File: src/rtl/burst_addr_pkg.sv
package burst_addr_pkg;
  typedef struct packed {
    logic load;
    logic step;
  } burstStb_t;
endpackage

File: src/rtl/burst_addr_ctrl.sv
module burst_addr_ctrl
  import burst_addr_pkg::*;
(
  input  logic      clk,
  input  logic      rstN,
  input  logic      clkEn,
  input  logic      loadN,
  input  logic      selIn,
  output burstStb_t stb,
  output logic      activeQ
);
  always_comb begin
    stb.load = clkEn && !loadN;
    stb.step = clkEn && loadN && activeQ;
  end

  always_ff @(posedge clk or negedge rstN) begin
    if (!rstN)        activeQ <= 1'b0;
    else if (stb.load) activeQ <= selIn;
  end
endmodule

File: src/rtl/burst_addr_dp.sv
module burst_addr_dp
  import burst_addr_pkg::*;
#(
  parameter int ADDR_W = 17,
  parameter int CNT_W  = 2
)(
  input  logic              clk,
  input  logic              rstN,
  input  burstStb_t         stb,
  input  logic              ilvMode,
  input  logic [ADDR_W-1:0] baseAddr,
  output logic [ADDR_W-1:0] burstAddr
);
  localparam int UP_W = ADDR_W - CNT_W;

  logic [ADDR_W-1:0] baseQ;
  logic [CNT_W-1:0]  cntQ;
  logic              modeQ;
  logic [CNT_W-1:0]  lowLin;
  logic [CNT_W-1:0]  lowIlv;

  always_ff @(posedge clk or negedge rstN) begin
    if (!rstN) begin
      baseQ <= '0;
      cntQ  <= '0;
      modeQ <= 1'b0;
    end else if (stb.load) begin
      baseQ <= baseAddr;
      cntQ  <= '0;
      modeQ <= ilvMode;
    end else if (stb.step) begin
      cntQ  <= cntQ + 1'b1;
    end
  end

  always_comb begin
    lowLin = baseQ[CNT_W-1:0] + cntQ;
    lowIlv = baseQ[CNT_W-1:0] ^ cntQ;
  end

  generate
    if (UP_W > 0) begin : g_upper
      assign burstAddr = {baseQ[ADDR_W-1:CNT_W], modeQ ? lowIlv : lowLin};
    end else begin : g_lowOnly
      assign burstAddr = modeQ ? lowIlv : lowLin;
    end
  endgenerate
endmodule

File: src/rtl/burst_addr_gen.sv
module burst_addr_gen
  import burst_addr_pkg::*;
#(
  parameter int ADDR_W = 17,
  parameter int CNT_W  = 2
)(
  input  logic              clk,
  input  logic              rstN,
  input  logic              clkEn,
  input  logic              loadN,
  input  logic              selIn,
  input  logic              ilvMode,
  input  logic [ADDR_W-1:0] baseAddr,
  output logic [ADDR_W-1:0] burstAddr,
  output logic              addrValid
);
  burstStb_t stb;

  burst_addr_ctrl u_ctrl (
    .clk(clk), .rstN(rstN), .clkEn(clkEn), .loadN(loadN),
    .selIn(selIn), .stb(stb), .activeQ(addrValid)
  );

  burst_addr_dp #(.ADDR_W(ADDR_W), .CNT_W(CNT_W)) u_dp (
    .clk(clk), .rstN(rstN), .stb(stb), .ilvMode(ilvMode),
    .baseAddr(baseAddr), .burstAddr(burstAddr)
  );
endmodule

File: config.mk
export PLATFORM = sky130hd
export DESIGN_NAME = burst_addr_gen
export DESIGN_NICKNAME = d
export VERILOG_FILES = /design/src/rtl/burst_addr_pkg.sv /design/src/rtl/burst_addr_ctrl.sv /design/src/rtl/burst_addr_dp.sv /design/src/rtl/burst_addr_gen.sv
export SDC_FILE = /design/constraint.sdc
export NUM_CORES = 1
export LEC_CHECK = 0
export ABC_CLOCK_PERIOD_IN_PS = 3200
export CORE_MARGIN = 2
export CORE_UTILIZATION = 45
export CTS_CLUSTER_DIAMETER = 60
export DETAILED_ROUTE_END_ITERATION = 10
export PLACE_DENSITY = 0.8
export SLEW_MARGIN = 20
export SYNTH_ARGS = -nofsm -noshare
export SYNTH_HDL_FRONTEND = slang
export SYNTH_SLANG_ARGS = --single-unit
File: constraint.sdc
create_clock -name clk -period 3.2 [get_ports clk]
set_clock_uncertainty 0.15 [all_clocks]
set_input_delay 0.96 -clock clk [delete_from_list [all_inputs] [get_ports clk]]
set_output_delay 0.96 -clock clk [all_outputs]
set_load 0.1 [all_outputs]
==> results of run 1 <==
cell type report:
| cell class | instances | area [um2] | share of cell area |
|---|---|---|---|
| Tap cell | 28 | 35.0 | 0.0268 |
| Sequential cell | 21 | 526 | 0.402 |
| Inverter | 1 | 3.75 | 0.00287 |
| Timing Repair Buffer | 41 | 363 | 0.278 |
| Clock buffer | 3 | 22.5 | 0.0172 |
| Clock inverter | 1 | 5.00 | 0.00383 |
| Multi-Input combinational cell | 32 | 353 | 0.270 |
power groups by stage:
| stage | registers (mW) | clock network [mW] | logic [mW] |
|---|---|---|---|
| detailed placement | 0.344 | 0 | 0.524 |
| finish | 0.340 | 0.123 | 0.520 |
| global placement | 0.344 | 0 | 0.520 |
| CTS | 0.340 | 0.128 | 0.525 |
| global route | 0.347 | 0.140 | 0.535 |
| floorplan | 0.351 | 0 | 0.450 |
worst max-delay path, stage by stage (launching register included):
cell and delay [ns]:
dfrtp_1 0.44, ha_1 0.17, nor2b_1 0.22, xnor2_2 0.13, buf_4 0.30
kinds of logic (layout without fill, tap and decap cells):
| kind of cell | after synthesis | count (layout) | share of synthesized area |
|---|---|---|---|
| adders and majority gates | 1 | 1 | 0.0123 |
| DFF | 21 | 21 | 0.516 |
| AOI/OAI and AO/OA | 3 | 3 | 0.0197 |
| xor gates and xnor gates | 2 | 2 | 0.0172 |
| muxes | 19 | 19 | 0.247 |
| and+or+nand+nor | 7 | 7 | 0.0430 |
| buffers and inverters | 18 | 46 | 0.145 |
synth_stat cells (2+ instances only):
master and number:
nand4_1 2, buf_4 15, mux2_2 9, mux2_4 10
xnor2_1 2, nand2_1 2, dfrtp_1 21
sequential cells by signal, summed over array words and instances (netlist names):
signal and flops:
u_dp.modeQ 1, u_ctrl.activeQ 1, u_dp.baseQ 17, u_dp.cntQ 2
layer usage:
layer / track usage / up-vias
li1: - / 284
met1: 0.164 / 285
met2: 0.179 / 20
met3: 0.0374 / 0
met4: 0.0395 / 0
met5: 0 / -
through the flow:
stage / instances / hold WS (ns) / util / total power [mW]
2_1_floorplan: 71 / 0.332 / - / 0.801
3_3_place_gp: 123 / 0.345 / 0.590 / 0.864
3_5_place_dp: 123 / 0.346 / 0.590 / 0.869
4_1_cts: 127 / 0.378 / 0.603 / 0.992
5_1_grt: 127 / 0.390 / 0.603 / 1.02
6_report: 127 / 0.372 / 0.603 / 0.983
path summary, 6_finish.rpt:
kind,start,end,depth (start not counted)
setup / recovery,u_dp.cntQ[0],burstAddr[1],4
hold / removal,u_dp.baseQ[7],u_dp.baseQ[7],1
max in group asynchronous,rstN,u_dp.baseQ[1],1
setup reg to reg,u_dp.cntQ[1],u_dp.cntQ[1],3
min in group asynchronous,rstN,u_dp.baseQ[3],1
hold reg to reg,u_dp.baseQ[7],u_dp.baseQ[7],1
==> impl_metrics.json, run 1 <==
{
  "status": "finished, final reports clean",
  "insertion_delay_ns": 0.29,
  "io_pins": 41,
  "fill_cells": 195,
  "portBuffers": 40,
  "hpwl_um": 1160,
  "comb_power_share": 0.529,
  "top_layer_used": "met3",
  "internal-power_mw": 0.497,
  "rsz0062_at_grt": "false",
  "area_growth_pct": 28.4,
  "post_drt_wl_per_cell_um": 12.0,
  "syn_inst": 71,
  "synth-main-ff-cell": "dfrtp_1",
  "timing.critical_path.from_type": "flip-flop",
  "synth_nets": 95,
  "seq_power_share": 0.345,
  "hold_viol": 0,
  "postPlaceCellArea_mm2": 0.00128,
  "async_flop_share": 1.00,
  "fin_ws_ns": 0.545,
  "synth-seq-cells": 21,
  "die_area_mm2": 0.00266,
  "maxCapViolations": 0,
  "rows": 17,
  "core_mm2": 0.00217,
  "cts_tree": "done",
  "ctsHoldBuffers": 0,
  "overflow": 0,
  "switching_power_mw": 0.485,
  "p_sw_frac": 0.494,
  "final_layout_size_suffix_gt1_frac": 0.455,
  "cp_max_fo": 5,
  "clkPwrFrac": 0.126,
  "worst_pin_slew_ns": 0.897,
  "wl_met2_um": 748,
  "leakage_nw": 0.592,
  "grt_max_degree": 22,
  "required_ns": 2.09,
  "report.final.slew_viol_count": 0,
  "post_cts_buffers": 0,
  "num_vias": 589,
  "die_x_um": 51.6,
  "fin_crit_sh": 0.830,
  "seq_area_frac_synth": 0.516,
  "synth_edf_count": 0,
  "max_freq_ghz": 0.377,
  "synth_area_mm2": 0.00102,
  "cts_resized": 0,
  "fp.dieH_um": 51.6,
  "synthTopCellsByArea": "dfrtp_1 52%, mux2_4 15%, buf_4 11%",
  "grt_pass1_vias": 580,
  "yosysTopAreaCellShare": 0.516,
  "met1Wirelength_um": 649,
  "synth.avg_cell_area_um2": 14.3,
  "synth_cell_types": 17,
  "final_common_cell": "clkdlybuf4s50_1",
  "met3_length_um": 120,
  "ys_warn_count": 0,
  "finalWorstPathRequiredPeriod_ns": 2.66,
  "setup_viol": 0,
  "cts_buffer_depth": 2,
  "grt_use_total": 0.119,
  "layout_common_cells": "22 x clkdlybuf4s50_1, 21 x dfrtp_1, 19 x buf_4",
  "min_path_type": "flip-flop to flip-flop",
  "power_per_cell_area_mw_per_mm2": 752,
  "clk_pin_slew_ns": 0.12,
  "drt_iter0_markers": 6,
  "stdcell_area_mm2": 0.00131,
  "clock_sinks": 21,
  "nets": 124,
  "cts_buffers": 3,
  "post-place-ws_ns": 0.572,
  "cts_root_buf": "clkbuf_4",
  "antenna_found_initial": 0,
  "antenna_cells": 0,
  "dr.pass1.iters": 4,
  "path_class": "flip-flop to output pin",
  "ir_drop_v": 0.000516,
  "relSlewSlack": 0.400,
  "gp_congestion": 0.640,
  "critPathCaptureType": "output pin",
  "start_util": 0.469,
  "via_per_inst": 4.64,
  "final_antenna_net_count": 0,
  "drt_wl_total_um": 1520,
  "arrival_ns": 1.55,
  "rrSetupSlack_ns": 2.11,
  "drc": 0,
  "synth_top_cell_by_area": "dfrtp_1",
  "htreeDepth": 1,
  "grt_pass1_wl_um": 2360,
  "fin_tns_setup_ns": 0
}
(Power assumes the default switching activity.)
==> run 2, diff against run 1 <==
ABC_CLOCK_PERIOD_IN_PS = 2400   (was 3200)
CORE_UTILIZATION = 38   (was 45)
PLACE_DENSITY = 0.72   (was 0.8)
clock period = 2.4 ns   (was 3.2 ns; I/O delays follow)
==> impl_metrics.json, run 2 (synthesis gave the netlist of run 1 again) <==
{
  "relSlewSlack": 0.812,
  "reg2regPathDepth": 3,
  "power_per_cell_area_mw_per_mm2": 1010,
  "die_area_mm2": 0.00311,
  "maxCapViolations": 0,
  "nets": 126,
  "min-delay-start": "u_dp.baseQ[16]",
  "grt_use_total": 0.117,
  "met2_usage": 0.206,
  "fill_cells": 213,
  "grt_pass1_wl_um": 2800,
  "setup_viol": 0,
  "cts_buffer_depth": 2,
  "hold_viol": 0,
  "cts_root_buf": "clkbuf_4",
  "r2r_start": "u_dp.cntQ[1]",
  "final_antenna_net_count": 0,
  "status": "finished, final reports clean",
  "finalWorstPathRequiredPeriod_ns": 2.33,
  "rrSetupSlack_ns": 1.27,
  "dr.pass1.iters": 2,
  "start_util": 0.407,
  "post_drt_wl_per_cell_um": 12.8,
  "arrival_ns": 1.46,
  "clock_sinks": 21,
  "drc": 0,
  "path_cells": "ha_1 -> nor2b_2 -> xnor2_4 -> buf_12",
  "largestRegisters": "u_dp.baseQ (17), u_dp.cntQ (2)",
  "post_cts_buffers": 0,
  "fin_crit_sh": 0.970,
  "critPathCaptureType": "output pin",
  "timing.critical_path.from_type": "flip-flop",
  "portBuffers": 40,
  "cts_tree": "done",
  "area_growth_pct": 35.7,
  "overflow": 0,
  "max_freq_ghz": 0.430,
  "comb_power_share": 0.562,
  "grt_pass1_vias": 613,
  "ir_drop_v": 0.000855,
  "report.final.slew_viol_count": 0,
  "fin_util": 0.553,
  "holdPathEnd": "u_dp.baseQ[16]",
  "holdWs_ns": 0.369,
  "io_pins": 41,
  "rows": 18,
  "top_usage_layer": "met2",
  "core_mm2": 0.00250,
  "hold_path_depth": 1,
  "r2r_end": "u_dp.cntQ[1]",
  "antenna_cells": 0,
  "die_x_um": 55.8,
  "path_class": "flip-flop to output pin",
  "fin_tns_setup_ns": 0,
  "grt_util_met1": 0.133,
  "largest_register_ffs": 17,
  "grt_max_degree": 22,
  "internal-power_mw": 0.738,
  "slowest_delay_ns": 0.43,
  "final_layout_size_suffix_gt1_frac": 0.475,
  "cpMaxStageDelayCell": "dfrtp_1",
  "final_common_cell": "clkdlybuf4s50_1",
  "antenna_found_initial": 0,
  "seq_power_share": 0.325,
  "p_sw_frac": 0.473,
  "met3_usage": 0.0140,
  "gp_congestion": 0.698,
  "ctsHoldBuffers": 0,
  "worst_pin_slew_ns": 0.280,
  "leakage_nw": 0.619,
  "fp.dieH_um": 55.8,
  "power_mw": 1.40,
  "switching_power_mw": 0.663,
  "clk_pin_slew_ns": 0.11,
  "num_vias": 590,
  "rsz0062_at_grt": "false",
  "layout_common_cells": "22 x clkdlybuf4s50_1, 21 x dfrtp_1, 18 x buf_4",
  "hpwl_um": 1320,
  "htreeDepth": 1,
  "min_path_type": "flip-flop to flip-flop",
  "drt_wl_total_um": 1670,
  "cp_max_fo": 5,
  "required_ns": 1.53,
  "cts_buffers": 3,
  "clkPwrFrac": 0.113,
  "via_per_inst": 4.50,
  "drt_iter0_markers": 5,
  "insertion_delay_ns": 0.29,
  "regMostFlops": "u_dp.baseQ"
}
==> run 2: cell count changes in the layout (fill, tap and decap cells not counted), sizes merged <==
cell / delta
buf: +2
clkbuf: +1
clkinv: -1
==> run 2: per-stage QoR <==
step | std cells | cell area [um2] | setup WS (ns)
3_3_place_gp | 127 | 1350 | 0.158
5_1_grt | 131 | 1380 | 0.00386
3_5_place_dp | 127 | 1350 | 0.122
6_report | 131 | 1380 | 0.0728
4_1_cts | 131 | 1380 | 0.0243
2_1_floorplan | 71 | 1040 | 0.188
==> run 2: area by class of cell <==
class	count	area (um2)	area share
sequential	21	526	0.380
timing repair buffer	43	415	0.300
multi-input combinational	32	374	0.271
tap	30	37.5	0.0271
clock buffer	4	26.3	0.0190
inverter	1	3.75	0.00271
==> run 2: critical path: cells and delay by family, from the launching register on <==
| family | cells | cell delay (ns) |
|---|---|---|
| xor gates and xnor gates | 1 | 0.15 |
| adders and majority gates | 1 | 0.21 |
| DFF | 1 | 0.43 |
| and+or+nand+nor | 1 | 0.18 |
| buffers and inverters | 1 | 0.19 |
==> run 2: worst max path at each step <==
stage | end | from | cells past startpoint
global route | burstAddr[1] | u_dp.cntQ[0] | 4
detailed placement | u_dp.baseQ[7] | clkEn | 4
finish | burstAddr[1] | u_dp.cntQ[0] | 4
floorplan | burstAddr[1] | u_dp.cntQ[0] | 3
global placement | u_dp.baseQ[7] | clkEn | 4
CTS | burstAddr[1] | u_dp.cntQ[1] | 3
==> run 2: power groups by stage <==
stage	Clock (mW)	Sequential, mW	Combinational [mW]
global route	0.185	0.466	0.811
finish	0.158	0.456	0.787
global placement	0	0.459	0.778
CTS	0.168	0.455	0.789
floorplan	0	0.467	0.620
detailed placement	0	0.462	0.787
==> run 2: per-layer routing <==
metal  part of all wire  vias up  routed length [um]
li1                   -      290                   -
met1               0.42      286                 711
met2               0.52       12                 875
met3              0.035        2                  59
met4              0.016        0                  27
met5                  0        -                   0
==> run 2: timing repair <==
action	in CTS	in global routing
pin swaps	0	0
gates resized for setup	1	1
endpoints found under the setup margin	1	1
==> run 3, diff against run 2 <==
GPL_ROUTABILITY_DRIVEN = 0   (was not set)
==> results of run 3 <==
Same layout as run 2: the final DEF is identical, and so are final timing and power.
